==> src/rtl/rx_hold_buf.sv <==
module rx_hold_buf #(
  parameter int DEPTH = 16,
  parameter int DW    = 8
) (
  input  logic          clk,
  input  logic          rst_n,
  input  logic [7:0]    fifo_ctl,
  input  logic [DW-1:0] rx_byte,
  input  logic          rx_valid,
  input  logic          rd_strobe,
  input  logic          lsr_rd,
  output logic [DW-1:0] rd_data,
  output logic          data_ready,
  output logic          overrun
);
  localparam int AW = (DEPTH > 1) ? $clog2(DEPTH) : 1;
  localparam int CW = $clog2(DEPTH + 1);
  localparam logic [CW-1:0] FULL_CNT = CW'(DEPTH);
  localparam logic [AW-1:0] LAST_IDX = AW'(DEPTH - 1);

  logic [DW-1:0] mem [DEPTH];
  logic [AW-1:0] rd_ptr, wr_ptr;
  logic [CW-1:0] cnt;
  logic [DW-1:0] last_q;
  logic          ovr_q, en_q;

  function automatic logic [AW-1:0] bump(input logic [AW-1:0] p);
    return (p == LAST_IDX) ? '0 : p + AW'(1);
  endfunction

  wire flush     = fifo_ctl[0] != en_q;
  wire empty     = cnt == '0;
  wire full      = cnt == FULL_CNT;
  wire pop       = rd_strobe && !empty && !flush;
  wire arrive    = rx_valid && !flush;
  wire q_push    = en_q && arrive && (!full || pop);
  wire q_drop    = en_q && arrive && full && !pop;
  wire s_write   = !en_q && arrive;
  wire s_clobber = s_write && !empty && !pop;
  wire ovr_evt   = q_drop || s_clobber;

  assign rd_data    = empty ? last_q : mem[rd_ptr];
  assign data_ready = !empty;
  assign overrun    = ovr_q;

  always_ff @(posedge clk) begin
    if (q_push)
      mem[wr_ptr] <= rx_byte;
    else if (s_write)
      mem[0] <= rx_byte;
  end

  always_ff @(posedge clk) begin
    if (!rst_n) begin
      rd_ptr <= '0;
      wr_ptr <= '0;
      cnt    <= '0;
      last_q <= '0;
      en_q   <= 1'b0;
    end else if (flush) begin
      rd_ptr <= '0;
      wr_ptr <= '0;
      cnt    <= '0;
      en_q   <= fifo_ctl[0];
    end else begin
      if (pop)
        last_q <= mem[rd_ptr];
      if (en_q) begin
        if (pop)
          rd_ptr <= bump(rd_ptr);
        if (q_push)
          wr_ptr <= bump(wr_ptr);
        if (q_push && !pop)
          cnt <= cnt + CW'(1);
        else if (pop && !q_push)
          cnt <= cnt - CW'(1);
      end else begin
        if (s_write)
          cnt <= CW'(1);
        else if (pop)
          cnt <= '0;
      end
    end
  end

  always_ff @(posedge clk) begin
    if (!rst_n)
      ovr_q <= 1'b0;
    else if (ovr_evt)
      ovr_q <= 1'b1;
    else if (lsr_rd)
      ovr_q <= 1'b0;
  end
endmodule


==> config.mk <==
export PLATFORM = sky130hd
export DESIGN_NAME = rx_hold_buf
export DESIGN_NICKNAME = d
export VERILOG_FILES = /design/src/rtl/rx_hold_buf.sv
export SDC_FILE = /design/constraint.sdc
export NUM_CORES = 1
export LEC_CHECK = 0
export ABC_AREA = 1
export ABC_CLOCK_PERIOD_IN_PS = 2150
export BUFFER_PORTS_ARGS = -buffer_cell sky130_fd_sc_hd__buf_2
export CAP_MARGIN = 20
export CORE_MARGIN = 8
export CORE_UTILIZATION = 45
export CTS_BUF_LIST = sky130_fd_sc_hd__clkbuf_8
export DETAILED_ROUTE_END_ITERATION = 8
export HOLD_SLACK_MARGIN = 0.12
export PLACE_DENSITY = 0.64
export SLEW_MARGIN = 15
export SYNTH_ARGS = -nofsm -noshare
export SYNTH_HDL_FRONTEND = slang
export SYNTH_SLANG_ARGS = --single-unit
==> constraint.sdc <==
create_clock -name clk -period 2.15 [get_ports clk]
set_input_delay 0.215 -clock clk [delete_from_list [all_inputs] [get_ports clk]]
set_output_delay 0.215 -clock clk [all_outputs]
set_load 0.02 [all_outputs]
# After elaboration in Yosys (flattened, before gate mapping)
# Memory sizes are Yosys's and may differ from the RTL's. A register that Yosys moved wholly into a read port is not among the register bits.
# Index checks and enable logic that the tools add are counted.
# W data, S select, Z words.
# word_totals
ff_bits	23
ramBits	128
out_inout_bits	10
wordCells	67
mem_count	1
# mem_list
memory	depth	width	read_ports	rd_ports_with_merged_regs	wr	line_no	rtl
mem	16	8	1	1	1	21	logic [DW-1:0] mem [DEPTH];
# op_classes
addsub	4
n_eq_ne	5
mux	20
n_bitwise	2
n_reduce_logical	29
# op_table
op	count
$mux W5	5
$mux W4	5
$mux W8	2
$logic_and A1 B1 Y1	12
$add A4 B1 Y4 const B	2
$eq A4 B4 Y1 const B	2
$mux W1	8
$reduce_and A2 Y1	4
$reduce_or A8 Y1	1
$logic_not A1 Y1	6
$add A5 B1 Y5 const B	1
$eq A5 B5 Y1 const B	1
$logic_not A5 Y1	1
$sub A5 B1 Y5 const B	1
$ne A3 B1 Y1 const B	1
$reduce_bool A3 Y1	1
$logic_or A1 B1 Y1	2
$not A1 Y1	2
$reduce_bool A2 Y1	1
$reduce_or A2 Y1	1
$ne A1 B1 Y1	1

# Depth between registers and ports, before layout
# Gate-level depths: netlist of the first run.
# logic_depth
depth_word	11
ltp_mapped	16
mapped_depth_nobuf	16

# Worst setup path after synthesis of the first run
# No wires, ideal clock.
# synth_path
path_kind	register to register
from	register cnt[0]
to	register cnt[4]
arrival_ps	1957
path_slack_ps	121
stages_incl_launch_ff	16
path_cell_list	dfxtp_1 > nor2_1 > nand3_1 > buf_2 > nand2_2 > nand3_4 > fa_1 > nand3_1 > nand2_1 > nand2_1 > nand2_1 > inv_1 > nand2_1 > nand2_1 > nand3_1 > a21oi_1
# synth_via
elab_chain_len	10
word_cells_on_any_way	20
cone_classes	add/sub: 2; eq/ne: 2; mux: 3; reduce/logical: 13
# synth_lines
element	line_no	rtl
from (decl)	23	logic [CW-1:0] cnt;
from (signal assigned)	74	cnt <= cnt + CW'(1);
from (signal assigned)	76	cnt <= cnt - CW'(1);
$logic_not A5 Y1	32	wire empty = cnt == '0;
$logic_not A1 Y1	34	wire pop = rd_strobe && !empty && !flush;
$logic_and A1 B1 Y1 (2 in a row)	34	
$logic_or A1 B1 Y1	36	wire q_push = en_q && arrive && (!full || pop);
$logic_and A1 B1 Y1	36	
$logic_not A1 Y1	75	else if (pop && !q_push)
$logic_and A1 B1 Y1	75	
$ne A3 B1 Y1 (no line)	n/a	
$reduce_and A2 Y1 (no line)	n/a	
# Parallel ways exist; a longest one is shown, timed or not. The select of a mux whose other input is x is not followed.
# A chain may end at the register's enable or synchronous reset.

==> impl_results.md, run 1 <==
* Die width at 138.5 um
* Most common cell in the netlist: edfxtp_1
* Worst relative slew slack at 50.88%
* Ys Warns at 0
* Synth Area in XOR/XNOR at 0.5186%
* Max IR drop VDD at 0.0004855 V
* Synth Instances at 625
* Critical Path RT at 1930 ps
* DR WL/cell at 17.79 um
* Post-synth top area cell: edfxtp_1
* Post-route ant nets at 0
* Vias/cell at 5.461
* FILL cells at about 1.2k
* Tightest Hold Check Type: input port to flip-flop
* Crit. End Element: output port
* Mean post-synth cell area at around 11 um^2
* Worst hold path stage count at 1
* Clk root buf: clkbuf_8
* Tightest Pin Transition at about 730 ps
* GRT overflow at 0
* Ratio of cells with drive above 1 in the final layout at 22.24%
* Share of flip-flops with an asynchronous set or reset at 0%
* Crit path time final at around 2200 ps
* Reg-to-reg startpoint: en_q
* Main flop type after synthesis: edfxtp_1
* Setup CP Type: flip-flop to output port
* Seq cells post-synth at 155
* Main combinational cell family by area after synthesis: simple AND/OR/NAND/NOR gates
* Initial DRT Pass Iterations at 4
* Vias in the first global route at 4647
* Initial core utilization at 46.30%
* Die area at roughly 19000 um^2
* Fmax at 447.4 MHz
* Mapped Area at 6755 um^2
* First-pass GRT wire length at 24360 um
* IO Port Bufs at 23
* Remaining DRCs at 0
* Deepest clock path buffer count at 2
* Clock skew at 9.374 ps
* Initial antenna violation count at 0
* TritonCTS clock tree: done
* Max-slew violations at 0
* Area contributors post-synth: edfxtp_1 57%, dfxtp_1 8.0%, nand3_1 5.8%
* Final core occ at 55.03%
* Hold path endpoint: mem[3][5]
* Routed WL at 15680 um
* Setup-failing EPs final at 8
* Die height at 138.5 um
* Worst R2R Setup Slack at 170 ps
* PD cells at 732.1 nW/um^2
* Vias at approximately 4.8k
* Startpoint types: flip-flop
* Sequential area share after synthesis at 64.90%
* R2R depth at 6
* Reg clk slew, reported paths at 80 ps
* Top cells by count, synth: 128 x edfxtp_1, 89 x inv_1, 78 x nand3_1, 66 x nand2_1, 46 x a21oi_1
* Max-cap violations at 0
* Layout area overhead at 18.86%
* I/O pins at 31
* Yosys top cell area share at 56.90%
* Later-pin clock latency in the skew report at 450 ps
* Reg-to-Reg End: mem[2][6]
* Cell variety after synth at 33
* Largest net degree at the start of global routing at 28
* Synth Area in Adders at 1.408%
* Max FO, Critical Path at 27
* Simple-Gate Fraction of Synth Area at 14.43%
* Failing checks: negative setup slack
* Rows at 44
* Final Wtd Congestion at between 0.8 and 0.9
* Core Area at about 15000 um^2
* Gr usage total at 16.27%
* Final Hold Viols at 0
* EDFF count, synth at 128
* Outcome: finished, violations left
* Hold path startpoint: rx_byte[5]
* Final HPWL DP at 10080 um
* Fin crit share at 104.0%
* Clock sinks at 155
* WP data arrival at roughly 2000 ps
* ANT cells at 0
* Layout Nets at 712
* Initial DRC count at between 300 and 400
* PnR worst setup slack at -85.08 ps
* Post-Syn Nets at 653
* Fin Setup TNS at -213.1 ps
* Post-synthesis compound-gate area fraction at 10.91%
* H-Tree Depth at 4
* RSZ-0062 raised after global routing: yes
* CTS buffer count at 17
* WHS at around 170 ps
* Multiplexer area fraction after synthesis at 0%
* LEAKAGE at 2.963 nW
==> routing by layer <==
metal / GRT usage, % / share of wire (%) / wire [um]
met5: 0 / 0 / 0
met2: 27.89 / 51 / 8014
met3: 3.562 / 5.3 / 827
met1: 19.10 / 42 / 6546
met4: 7.380 / 1.8 / 289
==> layout by cell type, fill, tap and decap left out, types with 3 or more instances in the layout <==
master / netlist / final
buf_4: 0 / 42
nand3_4: 2 / 3
clkbuf_8: 0 / 17
bufinv_16: 0 / 4
buf_2: 14 / 14
nand2_2: 3 / 7
nand3_2: 1 / 12
xor2_1: 4 / 4
inv_2: 5 / 6
o21ai_0: 34 / 23
dfxtp_1: 27 / 24
nor2_2: 1 / 6
a21oi_1: 46 / 35
nand2_1: 66 / 62
o211ai_1: 32 / 32
nor2_1: 42 / 36
o21ai_1: 3 / 14
buf_16: 0 / 3
a21oi_2: 0 / 11
buf_6: 3 / 3
a31oi_1: 9 / 8
buf_12: 1 / 4
inv_1: 89 / 88
edfxtp_1: 128 / 128
clkinv_1: 2 / 5
nor3_1: 6 / 6
nand3_1: 78 / 66
ha_1: 6 / 5
clkinv_2: 0 / 5
==> final cells by class <==
| class | count | area (um^2) | area share [%] |
|---|---|---|---|
| inverter | 96 | 360.3 | 4.488 |
| clock buffer | 17 | 234.0 | 2.914 |
| clock inverter | 15 | 180.2 | 2.244 |
| timing repair buffer | 70 | 629.4 | 7.839 |
| sequential | 155 | 4393 | 54.71 |
| tap | 184 | 230.2 | 2.867 |
| multi-input combinational | 344 | 2002 | 24.93 |
==> sequential cells by signal, indices dropped and copies added (netlist names), named ones only <==
register  cells
rd_ptr        4
en_q          1
wr_ptr        4
overrun       1
last_q        8
mem         128
cnt           5
==> critical path, cell delays in order (launching register included) <==
cell	delay [ps]
dfxtp_4	380
buf_6	140
buf_16	160
a21oi_2	130
o21ai_0	80
nand3_1	100
nand3_2	130
a31oi_1	260
buf_4	180
==> through the flow <==
step                power [mW]  std cells  setup WS, ps  area [um^2]
detailed placement       3.628        830        -64.27         7184
finish                   5.878        881        -85.08         8029
CTS                      5.908        876        -67.77         7903
global route             6.067        881        -199.8         8029
global placement         3.618        830         64.02         7184
floorplan                3.497        625         120.9         6755
==> how the worst max path moves through the flow <==
stage / depth (start not counted) / to / slack (ps)
5_1_grt: 8 / rd_data[3] / -200
4_1_cts: 8 / rd_data[0] / -70
6_report: 8 / rd_data[3] / -90
2_1_floorplan: 15 / cnt[4] / 120
3_5_place_dp: 5 / mem[10][6] / -60
3_3_place_gp: 5 / mem[8][6] / 60
==> cells by family after synthesis <==
group | Yosys count
xor+xnor | 4
compound gates | 126
simple gates | 207
flops | 155
fa+ha+maj | 7
buf+inv | 126
==> power breakdown <==
group          leakage [nW]  internal (mW)  switching, mW
logic                  1.38          0.111          0.217
registers              1.37           3.26        0.00888
clock network         0.207           1.24           1.04
==> what timing repair did <==
action	CTS	global route
endpoints found under the hold margin	2	0
pin swaps	21	19
gates cloned	3	0
setup buffers	10	6
setup endpoints to repair	24	50
hold buffers	3	0
gates resized for setup	45	28
Note: power is estimated with default switching activity, not from simulation.
==> run 2: changes to the inputs <==
--- a/config.mk
+++ b/config.mk
@@ -15,6 +15,7 @@
 export DETAILED_ROUTE_END_ITERATION = 8
 export HOLD_SLACK_MARGIN = 0.12
 export PLACE_DENSITY = 0.64
+export SKIP_LAST_GASP = 1
 export SLEW_MARGIN = 15
 export SYNTH_ARGS = -nofsm -noshare
 export SYNTH_HDL_FRONTEND = slang
==> impl_results.md, run 2 (synthesis gave the netlist of run 1 again) <==
* Length of routed met2 wiring at 7968 um (was 8014 um)
* Setup CP Type: flip-flop to output port (unchanged)
* Die area at 19190 um^2 (unchanged)
* ANT cells at 0 (unchanged)
* Worst R2R Setup Slack at 180 ps (was 170 ps)
* H-Tree Depth at 4 (unchanged)
* WP data arrival at 2040 ps (was 2020 ps)
* Hold path startpoint: rx_byte[5] (unchanged)
* Crit path time final at 2253 ps (was 2235 ps)
* Critical Path RT at 1930 ps (about the same)
* Routed WL at 15650 um (was 15680 um)
* Initial antenna violation count at 0 (unchanged)
* Largest net degree at the start of global routing at 28 (unchanged)
* Clock sinks at 155 (unchanged)
* Clock skew at 8.748 ps (was 9.374 ps)
* Outcome: finished, violations left (unchanged)
* Max FO, Critical Path at 27 (unchanged)
* Most frequent cells in the layout: 128 x edfxtp_1, 88 x inv_1, 66 x nand3_1, 63 x nand2_1, 43 x buf_4 (was 128 x edfxtp_1, 88 x inv_1, 66 x nand3_1, 62 x nand2_1, 42 x buf_4)
* Commonest non-fill, non-tap cell in the layout: edfxtp_1 (unchanged)
* Later-pin clock latency in the skew report at 460 ps (was 450 ps)
* Max-cap violations at 0 (unchanged)
* Post-route ant nets at 0 (unchanged)
* Largest Register: mem (unchanged)
* Vias in the first global route at 4653 (was 4647)
* Deepest clock path buffer count at 2 (unchanged)
* First-pass GRT wire length at 24380 um (was 24360 um)
* Reg clk slew, reported paths at 80 ps (about the same)
* Max-slew violations at 0 (unchanged)
* PnR worst setup slack at -102.8 ps (was -85.08 ps)
* Worst hold path stage count at 1 (unchanged)
* Wl on met1 at 6587 um (was 6546 um)
* R2R depth at 4 (was 6)
* DR WL/cell at 17.74 um (was 17.79 um)
* Die height at 138.5 um (unchanged)
* Reg-to-reg startpoint: en_q (unchanged)
* Failing checks: negative setup slack (unchanged)
* Vias/cell at 5.452 (was 5.461)
* Max reg flops at 128 (unchanged)
* Fin crit share at 104.8% (was 104.0%)
* Final HPWL DP at 10080 um (unchanged)
* Top sig layer: met4 (unchanged)
* WL met3 at 785 um (was 827 um)
* PD cells at 732.5 nW/um^2 (was 732.1 nW/um^2)
* Initial core utilization at 46.30% (unchanged)
* Fmax at 443.9 MHz (was 447.4 MHz)
* Final Hold Viols at 0 (unchanged)
* IO Port Bufs at 23 (unchanged)
* Gr usage total at 16.27% (about the same)
* Layout Nets at 713 (was 712)
* Reg-to-Reg End: mem[2][6] (unchanged)
* Final Wtd Congestion at 0.8360 (unchanged)
* RSZ-0062 raised after global routing: yes (unchanged)
* Layout area overhead at 18.95% (was 18.86%)
* Max IR drop VDD at 0.0004856 V (was 0.0004855 V)
* Setup WS pre-CTS at -64.27 ps (unchanged)
* Crit. End Element: output port (unchanged)
* Clk root buf: clkbuf_8 (unchanged)
* LEAKAGE at 2.974 nW (was 2.963 nW)
* Initial DRC count at 292 (was 321)
* Setup-failing EPs final at 8 (unchanged)
* CTS buffer count at 17 (unchanged)
* Tightest Hold Check Type: input port to flip-flop (unchanged)
* Core Area at 14590 um^2 (unchanged)
* TritonCTS clock tree: done (unchanged)
* Die width at 138.5 um (unchanged)
* Rows at 44 (unchanged)
* Hold path endpoint: mem[3][5] (unchanged)
* Remaining DRCs at 0 (unchanged)
* Tightest Pin Transition at 724.6 ps (was 734.1 ps)
* GRT overflow at 0 (unchanged)
* WHS at 162.7 ps (was 173.2 ps)
* Vias at 4809 (was 4811)
* Worst relative slew slack at 51.51% (was 50.88%)
* Startpoint types: flip-flop (unchanged)
* Largest regs: mem: 128 flops, last_q: 8 flops, cnt: 5 flops (unchanged)
* Ratio of cells with drive above 1 in the final layout at 22.06% (was 22.24%)
* I/O pins at 31 (unchanged)
* Initial DRT Pass Iterations at 5 (was 4)
==> run 2: per-layer routing <==
metal  up-vias  track usage, %
met4         0           7.380
met2       147           27.91
li1       2288               -
met1      2344           19.10
met3        30           3.562
met5         -               0
==> run 2: how the worst max path moves through the flow <==
stage / startpoint / end / slack, ps / cells past startpoint
after CTS: flip-flop / rd_data[0] / -70 / 8
after floorplan: cnt[0] / cnt[4] / 120 / 15
after global routing: flip-flop / rd_data[3] / -220 / 8
after detailed placement: en_q / mem[10][6] / -60 / 5
final: flip-flop / rd_data[3] / -100 / 8
after global placement: en_q / mem[8][6] / 60 / 5
==> run 2: cell type report <==
cell class	instances	area, um^2
Clock buffer	17	234.0
Sequential cell	155	4393
Multi-Input combinational cell	344	2001
Inverter	96	360.3
Clock inverter	15	180.2
Timing Repair Buffer	71	636.9
Fill cell	1201	6554
Tap cell	184	230.2
==> run 2: per-stage QoR <==
stage / TNS, ps / cells / util (%) / area (um^2) / total power, mW
2_1_floorplan: 0 / 625 / - / 6755 / 3.497
3_3_place_gp: 0 / 830 / 49.25 / 7184 / 3.618
3_5_place_dp: -625.1 / 830 / 49.25 / 7184 / 3.628
4_1_cts: -369.9 / 876 / 54.13 / 7896 / 5.908
5_1_grt: -1086 / 882 / 55.08 / 8035 / 6.068
6_report: -339.3 / 882 / 55.08 / 8035 / 5.886
==> run 2: where the power goes <==
group / total (mW) / switching, mW / internal (mW)
Clock: 2.29 / 1.05 / 1.24
Sequential: 3.27 / 0.00900 / 3.26
Combinational: 0.330 / 0.218 / 0.112
==> run 2: repair_timing <==
action | 4_1_cts | 5_1_grt
pin swaps | 21 | 25
endpoints found under the hold margin | 2 | 0
hold buffers | 3 | 0
gates resized for setup | 42 | 29
setup endpoints to repair | 24 | 50
cloned | 3 | 0
setup buffers | 10 | 7
==> run 2: worst max-delay path, cell delays in order, from the launching register on <==
cell	delay [ps]
dfxtp_4	380
buf_6	140
buf_16	160
a21oi_1	140
o21ai_0	90
nand3_1	100
nand3_2	130
a31oi_1	260
buf_4	180
==> run 3: changes to the inputs <==
--- a/config.mk
+++ b/config.mk
@@ -10,11 +10,11 @@
 export BUFFER_PORTS_ARGS = -buffer_cell sky130_fd_sc_hd__buf_2
 export CAP_MARGIN = 20
 export CORE_MARGIN = 8
-export CORE_UTILIZATION = 45
+export CORE_UTILIZATION = 57
 export CTS_BUF_LIST = sky130_fd_sc_hd__clkbuf_8
 export DETAILED_ROUTE_END_ITERATION = 8
 export HOLD_SLACK_MARGIN = 0.12
-export PLACE_DENSITY = 0.64
+export PLACE_DENSITY = 0.78
 export SKIP_LAST_GASP = 1
 export SLEW_MARGIN = 15
 export SYNTH_ARGS = -nofsm -noshare
==> impl_results.md, run 3 (synthesis gave the netlist of run 1 again) <==
* Outcome: finished, violations left (unchanged)
* Failing checks: negative setup slack (unchanged)
* Largest regs: mem: 128 flops, last_q: 8 flops, cnt: 5 flops (unchanged)
* Reg-to-reg startpoint: en_q (unchanged)
* Die area at 15590 um^2 (was 19190 um^2)
* Ratio of cells with drive above 1 in the final layout at 21.66% (was 22.06%)
* Remaining DRCs at 0 (unchanged)
* Tightest Hold Check Type: input port to flip-flop (unchanged)
* Later-pin clock latency in the skew report at 440 ps (was 460 ps)
* Area after DPL at 7151 um^2 (was 7184 um^2)
* Switching part of the total at 20.69% (was 21.66%)
* First-pass GRT wire length at 23100 um (was 24380 um)
* Tot Pwr at 6.117 mW (was 5.886 mW)
* Fmax at 451.2 MHz (was 443.9 MHz)
* Setup-failing EPs final at 7 (was 8)
* Gr usage total at 19.12% (was 16.27%)
* GRT overflow at 0 (unchanged)
* Crit. End Element: output port (unchanged)
* Clock power frac at 41.2% (was 38.9%)
* Worst relative slew slack at 61.30% (was 51.51%)
* Final Hold Viols at 0 (unchanged)
* Initial DRT Pass Iterations at 5 (unchanged)
* TritonCTS clock tree: done (unchanged)
* PnR worst setup slack at -66.39 ps (was -102.8 ps)
* DR WL/cell at 18.54 um (was 17.74 um)
* Initial antenna violation count at 0 (unchanged)
* Final Wtd Congestion at 0.8291 (was 0.8360)
* Initial DRC count at 561 (was 292)
* Die width at 124.9 um (was 138.5 um)
* Final core occ at 69.57% (was 55.08%)
* IO Port Bufs at 23 (unchanged)
* Layout area overhead at 18.60% (was 18.95%)
* Routed WL at 15580 um (was 15650 um)
* Register area at 4392 um^2 (was 4393 um^2)
* Max reg flops at 128 (unchanged)
* Layout Nets at 712 (was 713)
* ANT cells at 0 (unchanged)
* Vias in the first global route at 4612 (was 4653)
* Worst path cell trace: buf_12 > buf_6 > a21oi_2 > o21ai_1 > nand3_1 > nand3_2 > a31oi_1 > buf_4 (was buf_6 > buf_16 > a21oi_1 > o21ai_0 > nand3_1 > nand3_2 > a31oi_1 > buf_4)
* Clock sinks at 155 (unchanged)
* Critical Path RT at 1930 ps (about the same)
* Core Area at 11520 um^2 (was 14590 um^2)
* Initial core utilization at 58.66% (was 46.30%)
* CTS buffer count at 17 (unchanged)
* Critical-path top delay cell: dfxtp_4 (unchanged)
* Post-route ant nets at 0 (unchanged)
* Combinational share of power at 5.3% (was 5.6%)
* R2R depth at 16 (was 4)
* Max FO, Critical Path at 10 (was 27)
* Reg clk slew, reported paths at 80 ps (about the same)
* Switch Pwr at 1.266 mW (was 1.275 mW)
* Reg-to-Reg End: cnt[4] (was mem[2][6])
* Clock skew at 8.415 ps (was 8.748 ps)
* Largest Register: mem (unchanged)
* PD cells at 763.5 nW/um^2 (was 732.5 nW/um^2)
* Multi-input gate area at 2021 um^2 (was 2001 um^2)
* I/O pins at 31 (unchanged)
* Largest net degree at the start of global routing at 65 (was 28)
* Max-slew violations at 0 (unchanged)
* Max incr delay on CP at 370 ps (was 380 ps)
* Vias at 4853 (was 4809)
* Clk root buf: clkbuf_8 (unchanged)
* Max-cap violations at 0 (unchanged)
* Crit path time final at 2216 ps (was 2253 ps)
* Startpoint types: flip-flop (unchanged)
* Commonest non-fill, non-tap cell in the layout: edfxtp_1 (unchanged)
* FILL cells at 791 (was 1201)
* Most frequent cells in the layout: 128 x edfxtp_1, 90 x inv_1, 66 x nand2_1, 63 x nand3_1, 41 x nor2_1 (was 128 x edfxtp_1, 88 x inv_1, 66 x nand3_1, 63 x nand2_1, 43 x buf_4)
* Pint at 4.851 mW (was 4.611 mW)
* Die height at 124.9 um (was 138.5 um)
* Setup CP Type: flip-flop to output port (unchanged)
* LEAKAGE at 2.976 nW (was 2.974 nW)
* WP data arrival at 2000 ps (was 2040 ps)
* Deepest clock path buffer count at 2 (unchanged)
* Rows at 39 (was 44)
* Post-route cell area at 8011 um^2 (was 8035 um^2)
* Crit path to: rd_data[0] (was rd_data[3])
* Final HPWL DP at 9255 um (was 10080 um)
* Max IR drop VDD at 0.0006825 V (was 0.0004856 V)
* Worst R2R Setup Slack at 180 ps (about the same)
* RSZ-0062 raised after global routing: yes (unchanged)
* Vias/cell at 5.777 (was 5.452)
* Tightest Pin Transition at 579.8 ps (was 724.6 ps)
* Fin crit share at 103.1% (was 104.8%)
* H-Tree Depth at 4 (unchanged)
* Sequential power share at 53.4% (was 55.5%)
-- run 3: changes by cell type in the layout (fill, tap and decap cells not counted), moves of 3 or more --
cell,before,now
nand3_1,66,63
nor2_2,6,1
nor2_1,36,41
o21ai_1,13,16
buf_16,3,0
nand3_2,12,16
nand2_1,63,66
buf_6,3,8
buf_4,43,39
o21ai_0,24,21
-- run 3: worst min path at each step --
stage | startpoint | endpoint | slack [ps] | cells past startpoint
5_1_grt | rx_byte[1] | mem[1][1] | 150 | 1
3_3_place_gp | rst_n | en_q | 430 | 3
2_1_floorplan | fifo_ctl[0] | en_q | 310 | 2
6_report | rx_byte[2] | mem[1][2] | 170 | 1
4_1_cts | rx_byte[2] | mem[6][2] | 150 | 1
3_5_place_dp | rst_n | en_q | 440 | 3
-- run 3: critical path, delay by kind of cell (launching register included) --
family          cells  cell delay, ps
compound gates      3             460
buf+inv             3             440
flops               1             370
simple gates        2             280
-- run 3: power groups by stage --
| stage | combinational, mW | clock [mW] | sequential, mW |
|---|---|---|---|
| floorplan | 0.159 | 0 | 3.34 |
| global placement | 0.267 | 0 | 3.34 |
| finish | 0.325 | 2.52 | 3.27 |
| detailed placement | 0.276 | 0 | 3.34 |
| CTS | 0.293 | 2.54 | 3.27 |
| global route | 0.351 | 2.65 | 3.27 |
-- run 3: timing repair --
action / in CTS / in global routing
resized for setup: 15 / 52
hold buffers: 3 / 0
cloned: 0 / 2
buffers inserted: 3 / 8
pin swaps: 2 / 23
endpoints found under the hold margin: 2 / 0
endpoints found under the setup margin: 8 / 10
-- run 3: per-layer routing --
layer	part of all wire (%)	GRT usage, %
met4	3.1	10.53
met5	0	0
met2	51	32.45
met3	6.1	4.666
met1	40	21.83
-- run 3: final cells by class --
type | count | area share, %
Clock buffer | 17 | 2.921
Clock inverter | 15 | 2.842
Inverter | 96 | 4.498
Multi-Input combinational cell | 344 | 25.22
Sequential cell | 155 | 54.82
Tap cell | 143 | 2.233
Timing Repair Buffer | 70 | 7.465
-- run 3: metrics by stage --
| stage | worst slack [ps] | setup TNS (ps) | hold WS, ps | cells |
|---|---|---|---|---|
| detailed placement | 89.28 | 0 | 439.9 | 793 |
| global placement | 140.8 | 0 | 430.0 | 793 |
| CTS | -49.35 | -187.8 | 146.8 | 831 |
| global route | -176.3 | -951.1 | 148.8 | 840 |
| finish | -66.39 | -240.5 | 165.8 | 840 |
| floorplan | 120.9 | 0 | 308.5 | 625 |
